File: src/rtl/ext_irq_latch.sv
module ext_irq_latch #(
  parameter int N_PINS      = 4,
  parameter int SYNC_STAGES = 2
) (
  input  logic              clk,
  input  logic              rst_n,
  input  logic [N_PINS-1:0] pin_i,
  input  logic              pin_irq_en,
  input  logic              level_mode,
  input  logic              irq_enable,
  input  logic              cpu_mask,
  input  logic              vec_fetch,
  output logic              pending_o,
  output logic              irq_req_o
);
  localparam int WARM = SYNC_STAGES + 1;
  localparam int CW   = $clog2(WARM + 1);

  logic [SYNC_STAGES-1:0][N_PINS-1:0] stg_q;
  logic [N_PINS-1:0] prev_q;
  logic [CW-1:0]     warm_q;
  logic              latch_q;

  logic [N_PINS-1:0] sync_w;
  logic armed, rise, high, set_now;

  assign sync_w  = stg_q[SYNC_STAGES-1];
  assign armed   = (warm_q == CW'(WARM));
  assign rise    = armed && |(sync_w & ~prev_q);
  assign high    = level_mode && |sync_w;
  assign set_now = pin_irq_en && (rise || high);

  always_ff @(posedge clk) begin
    if (!rst_n) begin
      stg_q   <= '0;
      prev_q  <= '0;
      warm_q  <= '0;
      latch_q <= 1'b0;
    end else begin
      stg_q[0] <= pin_i;
      for (int i = 1; i < SYNC_STAGES; i++) stg_q[i] <= stg_q[i-1];
      prev_q <= sync_w;
      if (!armed) warm_q <= warm_q + 1'b1;
      if (set_now)        latch_q <= 1'b1;
      else if (vec_fetch) latch_q <= 1'b0;
    end
  end

  assign pending_o = latch_q;
  assign irq_req_o = latch_q && !cpu_mask && irq_enable;


  a_r2_disabled_quiet: assert property (@(posedge clk) disable iff (!rst_n)
    (!pin_irq_en && !pending_o) |=> !pending_o);

  a_r7_fetch_clears: assert property (@(posedge clk) disable iff (!rst_n)
    (vec_fetch && !set_now) |=> !pending_o);

  a_r8_set_wins: assert property (@(posedge clk) disable iff (!rst_n)
    (set_now && vec_fetch) |=> pending_o);

  a_r6_req_needs_pending: assert property (@(posedge clk) disable iff (!rst_n)
    irq_req_o |-> (pending_o && !cpu_mask));

  a_r5_level_holds: assert property (@(posedge clk) disable iff (!rst_n)
    (pin_irq_en && level_mode && sync_w != '0) |=> pending_o);
endmodule

File: config.mk
export PLATFORM = sky130hd
export DESIGN_NAME = ext_irq_latch
export DESIGN_NICKNAME = d
export VERILOG_FILES = /design/src/rtl/ext_irq_latch.sv
export SDC_FILE = /design/constraint.sdc
export NUM_CORES = 1
export LEC_CHECK = 0
export BUFFER_PORTS_ARGS = -buffer_cell sky130_fd_sc_hd__buf_2
export CAP_MARGIN = 20
export CORE_AREA = 4 4 41 43
export CTS_BUF_LIST = sky130_fd_sc_hd__clkbuf_8
export DETAILED_ROUTE_END_ITERATION = 12
export DIE_AREA = 0 0 45 47
export GPL_ROUTABILITY_DRIVEN = 0
export SLEW_MARGIN = 40
export SYNTH_ARGS = -nofsm -noshare
export SYNTH_HDL_FRONTEND = slang
export SYNTH_SLANG_ARGS = --single-unit
File: constraint.sdc
create_clock -name clk -period 1.2 [get_ports clk]
set_input_delay 0.24 -clock clk [delete_from_list [all_inputs] [get_ports clk]]
set_output_delay 0.24 -clock clk [all_outputs]
set_load 0.02 [all_outputs]
**Word-level counts from Yosys, hierarchy flattened**

Cells that the tools add are included.

- Flip-flop bits (word level): 15
- Bits of input ports: 11
- Output and inout bits: 2
- Word-level logic and storage cells: 21

- Add/sub/neg operators: 1
- Equality and inequality tests: 1
- Muxes and demuxes: 2
- Bitwise gates (word level): 2
- Reductions and logical operators: 10

Operators by type and width:

| kind | count |
|---|---|
| OR reduction 4 bit | 2 |
| logical AND 1 bit | 5 |
| bitwise AND 4 bit | 1 |
| inverter 4 bit | 1 |
| adder 2 x 1 -> 2 bit (second input constant) | 1 |
| == test 2 bit (second input constant) | 1 |
| 2-to-1 mux 1 bit | 2 |
| nonzero test 2 bit | 1 |
| zero test 1 bit | 1 |
| logical OR 1 bit | 1 |

**Longest topological paths before layout**

Gate-level depths: netlist of run 1.

- Word-level depth: 7
- Mapped depth: 3
- Depth with buffers taken out: 3

**Worst setup path after synthesis of run 1**

OpenSTA, ideal clock, no wires.

- Path kind: register to output
- Start: register latch_q (netlist: pending_o)
- End: output port irq_req_o
- Arrival: 0.731 ns
- Data required time: 0.960 ns
- Path slack: 0.229 ns
- Cell stages (with the launch flop): 2
- Path buffers: 0
- Cells stage by stage: dfxtp_1 -> and3b_1

- Word-level cells in the longest chain between the ends: 2

Ends and longest elaborated chain:

| item | RTL line | source |
|---|---|---|
| start: declaration | 22 | `logic latch_q;` |
| start signal: assignment | 38 | `latch_q <= 1'b0;` |
| start signal: assignment | 44 | `if (set_now) latch_q <= 1'b1;` |
| start signal: assignment | 45 | `else if (vec_fetch) latch_q <= 1'b0;` |
| logical AND 1 bit (2 in a row) | 50 | `assign irq_req_o = latch_q && !cpu_mask && irq_enable;` |
| end: declaration | 14 | `output logic irq_req_o` |

Every way passes these cells.

**Final worst setup path of run 1**

Ends and elaborated chain as after synthesis.

==> run summary, run 1 <==
Final hold vios - 0
Number of distinct library cells after synthesis - 18
Avg Inst Size Synth - 11.52 µm²
WL/cell - 9.486 µm
Critical path's slowest cell - dfxtp_1
Via count - 324
Die Ht - 47 µm
Largest net degree at the start of global routing - 18
DP HPWL - 497.2 µm
Crit path arrival time - 0.88 ns
Most frequent cells in the layout - dfxtp_1, and2_1, buf_2
Layout cells sized above 1 - 28.81%
I/O pin total - 13
Power Total - 0.001025 W
Syn-to-layout area delta - 23.70%
Critical path launch point type - register
CTS tree - yes
Die Width - 45 µm
F_max - 893.0 MHz
Total grt overflow - 0
Slew @ Worst Pin - 0.2227 ns
Layout Cells excl Fill - 74
First-pass GRT wire length - 1186 µm
Post-Synthesis Cell Area - 506.7 µm²
Worst reg-to-reg setup slack - 0.23 ns
Initial Util - 38.94%
Fin util - 48.17%
Routed WL - 702 µm
# placed instances - 70
Slew Limit Headroom - 85.15%
Core area - 0.001301 mm²
Crit share post-route - 93.32%
Initial DRC count - 1
Share of the synthesized area in the top cell type - 59.26%
Most common cell after layout, fill and taps aside - dfxtp_1
Critical-path cell list - and3b_1, buf_2
Final setup vio count - 0
Total CTS buffers - 3
Critical Path RT - 0.96 ns
Post-CTS Resized - 0
Layout fillers - 129
DRC errors left - 0
Clock-pin transition on the worst setup and hold timing paths - 0.06 ns
Post-synth net total - 56
Post-route minimum period - 1.120 ns
Top area cells in the synthesized netlist - dfxtp_1, and2_1, or2b_1
Clock skew - 0.004782 ns
Post-CTS setup repair buffer count - 0
CP bufs+invs - 1
CTS HTree Levels - 1
NumNets Final - 72
Run status - complete, no violations
Worst-Skew Late Latency - 0.24 ns
Die area - 0.002115 mm²
Hold-fix buffers, CTS - 0
Vias in the first global route - 295
Crit path largest cell delay - 0.33 ns
Synth Warn # - 0
Initial antenna violation count - 0
DR vias/cell - 4.378
Register area share after synthesis - 59.26%
PortBufs - 12
Max Cap Violations - 0
Yosys reg bits - 15
Critical path fanouts, max - 3
Mapped Cells - 44
Setup TNS - 0 ns
Largest area contributor in the netlist - dfxtp_1
Hold Crit Class - in -> reg
CP Capture Type - primary output
WS Path Type - reg -> out
CP top delay family - flip-flops
DRT Pass-1 Iters - 3
Post-route ant nets - 0
Total GRT Usage - 8.194%
Max Root-Sink Buffers - 2
# rows - 13
Worst vdd ir - 0.8498 mV
# diodes - 0
Pwr/cell area - 1635 mW/mm²
Lkg Pwr - 0.2872 nW
RSZ-0062 raised after global routing - no
# clock sinks - 15
Fin. max-slew vios - 0
Root buffer cell - clkbuf_8
-- per-stage QoR --
stage	setup WS (ns)	hold WS [ns]	cell area [µm²]
floorplan	0.2292	0.3617	506.7
global placement	0.2424	0.4161	581.8
detailed placement	0.2239	0.4169	581.8
CTS	0.06853	0.1900	626.9
global route	0.03683	0.1923	626.9
finish	0.08019	0.1960	626.9
-- cell usage after synthesis --
master	n
o21ai_1	1
nand2b_1	1
and3b_1	1
clkbuf_1	1
and2_1	12
o2111ai_1	1
nor2b_1	1
ha_1	1
a41o_1	1
nand3_1	1
xnor2_1	1
nor4_2	1
and2_2	1
nand3b_1	1
mux2i_1	1
dfxtp_1	15
inv_1	1
or2b_1	2
-- power breakdown --
group           total, W  internal (W)  switching (W)  leakage (nW)
combinational  0.0000899     0.0000544      0.0000355         0.137
clock           0.000387      0.000226       0.000161        0.0269
sequential      0.000548      0.000532      0.0000159         0.124
total            0.00103      0.000813       0.000213         0.287
-- flip-flops by register name, indices dropped and copies added, names as in the netlist --
register and flops:
pending_o 1, prev_q 4, stg_q 4, sync_w 4, warm_q 2
-- worst register-to-register path: cells and delay by family (launching register included) --
family / cells / cell delay, ns
AND/OR/NAND/NOR: 1 / 0.26
flip-flops: 1 / 0.32
AO/OA/AOI/OAI: 2 / 0.29
-- layer usage --
metal  wire length (µm)  up-vias  track usage [%]  share of wire [%]
met3                 52        2            5.747                7.4
met5                  0        -                0                  0
met2                308        9            11.58                 44
li1                   -      177                -                  -
met1                332      136            9.513                 47
met4                  8        0            3.509                1.1
-- cell type report --
| type | count | area [µm²] | share of cell area (%) |
|---|---|---|---|
| clock buffers | 3 | 41.29 | 6.587 |
| well taps | 15 | 18.77 | 2.994 |
| clock inverters | 1 | 3.754 | 0.5988 |
| inverters | 1 | 3.754 | 0.5988 |
| multi-input cells | 27 | 198.9 | 31.74 |
| flip-flops and latches | 15 | 300.3 | 47.90 |
| repair buffers | 12 | 60.06 | 9.581 |
-- worst paths after layout --
check / cells past startpoint / start / endpoint
setup / recovery: 2 / pending_o$_SDFFE_PN0P_ / irq_req_o
hold / removal: 2 / pin_i[2] / stg_q[2]$_SDFF_PN0_
setup reg to reg: 3 / sync_w[0]$_SDFF_PN0_ / pending_o$_SDFFE_PN0P_
hold reg to reg: 1 / stg_q[3]$_SDFF_PN0_ / sync_w[3]$_SDFF_PN0_
-- cell families (layout without fill, tap and decap cells) --
| group | count (synthesis) | in the layout | synth area share, % |
|---|---|---|---|
| and+or+nand+nor | 21 | 21 | 28.40 |
| DFF | 15 | 15 | 59.26 |
| AOI/OAI and AO/OA | 3 | 3 | 4.691 |
| buffers and inverters | 2 | 17 | 1.480 |
| adders and majority gates | 1 | 1 | 2.469 |
| xor gates and xnor gates | 1 | 1 | 1.729 |
| muxes | 1 | 1 | 1.975 |
(Power assumes the default switching activity.)
==> run 2, diff against run 1 <==
==> constraint.sdc (replaced) <==
create_clock -name clk -period 0.9 [get_ports clk]
set_input_delay 0.18 -clock clk [delete_from_list [all_inputs] [get_ports clk]]
set_output_delay 0.18 -clock clk [all_outputs]
set_load 0.02 [all_outputs]
==> run summary, run 2 (synthesis gave the netlist of run 1 again) <==
F_max - 939.6 MHz
Initial Util - 38.94%
Setup TNS - -0.3353 ns
Final worst slack - -0.1643 ns
Critical-path cell list - and3b_2, buf_6
Hold Crit Class - in -> reg
Root buffer cell - clkbuf_8
Clock Power Share - 37.1%
# placed instances - 72
Run status - finished, violations left
Fin util - 52.50%
Reg2Reg Capture Point - pending_o$_SDFFE_PN0P_
CTS HTree Levels - 1
FF-to-FF path depth - 3
Switching Fraction - 21.73%
Failing checks - setup timing
Initial DRC count - 0
Worst reg-to-reg setup slack - -0.08 ns
Max Cap Violations - 0
DRT Pass-1 Iters - 1
Fin. max-slew vios - 0
DRC errors left - 0
Critical Path RT - 0.72 ns
Die area - 0.002115 mm²
Post-route ant nets - 0
Lkg Pwr - 0.3023 nW
WL/cell - 10.31 µm
Critical path launch point type - register
CTS tree - yes
Pwr/cell area - 2100 mW/mm²
Critical path fanouts, max - 3
Crit path largest cell delay - 0.32 ns
Wl on met1 - 355 µm
Register share of total power - 52.0%
Most frequent cells in the layout - and2_1, buf_2, dfxtp_1
NumNets Final - 75
Crit path arrival time - 0.88 ns
DP HPWL - 545 µm
Total CTS buffers - 3
Most common cell after layout, fill and taps aside - and2_1
WS Path Type - reg -> out
Via count - 340
Hold-fix buffers, CTS - 0
CP Capture Type - primary output
Hold Path Stages - 2
Slew Limit Headroom - 86.05%
Initial antenna violation count - 0
# diodes - 0
Final Cell Area - 683.2 µm²
First-pass GRT wire length - 1407 µm
Syn-to-layout area delta - 34.81%
Total grt overflow - 0
Hold EP - stg_q[2]$_SDFF_PN0_
Worst-Skew Late Latency - 0.24 ns
RSZ-0062 raised after global routing - yes
Hold wc startpoint - pin_i[2]
DR top layer - met3
Layout Cells excl Fill - 77
Final setup vio count - 3
DR vias/cell - 4.416
PortBufs - 12
Layout cells sized above 1 - 45.16%
Final hold vios - 0
Core area - 0.001301 mm²
Met3 routed WL - 59 µm
P_sw - 0.0003117 W
Routed wl met2 - 379 µm
Max Root-Sink Buffers - 2
Clock-pin transition on the worst setup and hold timing paths - 0.06 ns
I/O pin total - 13
Post-route minimum period - 1.064 ns
# rows - 13
Worst r2r src - sync_w[0]$_SDFF_PN0_
Placed Area - 600.6 µm²
Vias in the first global route - 327
Die Ht - 47 µm
Pint - 0.001123 W
Logic pwr share - 11.0%
Die Width - 45 µm
Power Total - 0.001434 W
Largest net degree at the start of global routing - 11
Routed WL - 794 µm
Crit share post-route - 118.3%
Total GRT Usage - 9.634%
Clock skew - 0.001414 ns
Critical path's slowest cell - dfxtp_2
Slew @ Worst Pin - 0.2075 ns
Worst vdd ir - 1.197 mV
# clock sinks - 15
[run 2: cell types whose count changed in the layout (fill, tap and decap cells not counted)]
cell	delta
buf_4	+3
buf_2	-2
ha_4	+1
and3b_2	+1
clkinv_2	+1
buf_6	+2
ha_1	-1
dfxtp_1	-5
and3b_1	-1
inv_1	-1
dfxtp_2	+5
[run 2: through the flow]
step	setup WS (ns)	hold WS, ns
floorplan	-0.01870	0.3017
global placement	-0.04041	0.3832
detailed placement	-0.07301	0.3823
CTS	-0.1709	0.1260
global route	-0.1960	0.1449
finish	-0.1643	0.1331
[run 2: how the worst max path moves through the flow]
stage                                       from                endpoint  slack (ns)  cells after the start
after floorplan             sync_w[0]$_SDFF_PN0_  pending_o$_SDFFE_PN0P_       -0.02                      3
after global placement      sync_w[0]$_SDFF_PN0_  pending_o$_SDFFE_PN0P_       -0.04                      3
after detailed placement    sync_w[0]$_SDFF_PN0_  pending_o$_SDFFE_PN0P_       -0.07                      3
after CTS                 pending_o$_SDFFE_PN0P_               irq_req_o       -0.17                      2
after global routing      pending_o$_SDFFE_PN0P_               irq_req_o       -0.20                      2
final                     pending_o$_SDFFE_PN0P_               irq_req_o       -0.16                      2
[run 2: power groups by stage]
stage / clock [W] / combinational (W) / sequential, W
2_1_floorplan: 0 / 0.0000858 / 0.000745
3_3_place_gp: 0 / 0.000139 / 0.000744
3_5_place_dp: 0 / 0.000144 / 0.000745
4_1_cts: 0.000550 / 0.000154 / 0.000744
5_1_grt: 0.000575 / 0.000183 / 0.000752
6_report: 0.000531 / 0.000157 / 0.000746
[run 2: per-layer routing]
layer	track usage [%]	vias up
met5	0	-
met1	10.70	151
met4	3.509	0
li1	-	180
met2	15.25	9
met3	5.747	0
[run 2: worst max-delay path, delay by kind of cell (launching register included)]
kind	cells	cell delay (ns)
flip-flops	1	0.32
AND/OR/NAND/NOR	1	0.19
buffers and inverters	1	0.13
[run 2: what timing repair did]
item	in CTS	in global routing
setup endpoints to repair	5	5
gates resized for setup	6	4
setup buffers	0	1
pin swaps	3	2
hold endpoints to repair	0	0
[run 2: final cells by class]
| class | instances | area [µm²] |
|---|---|---|
| clock buffer | 3 | 41.29 |
| multi-input combinational | 27 | 212.7 |
| tap | 15 | 18.77 |
| clock inverter | 1 | 5.005 |
| sequential | 15 | 306.5 |
| inverter | 1 | 3.754 |
| fill | 124 | 618.1 |
| timing repair buffer | 15 | 95.09 |
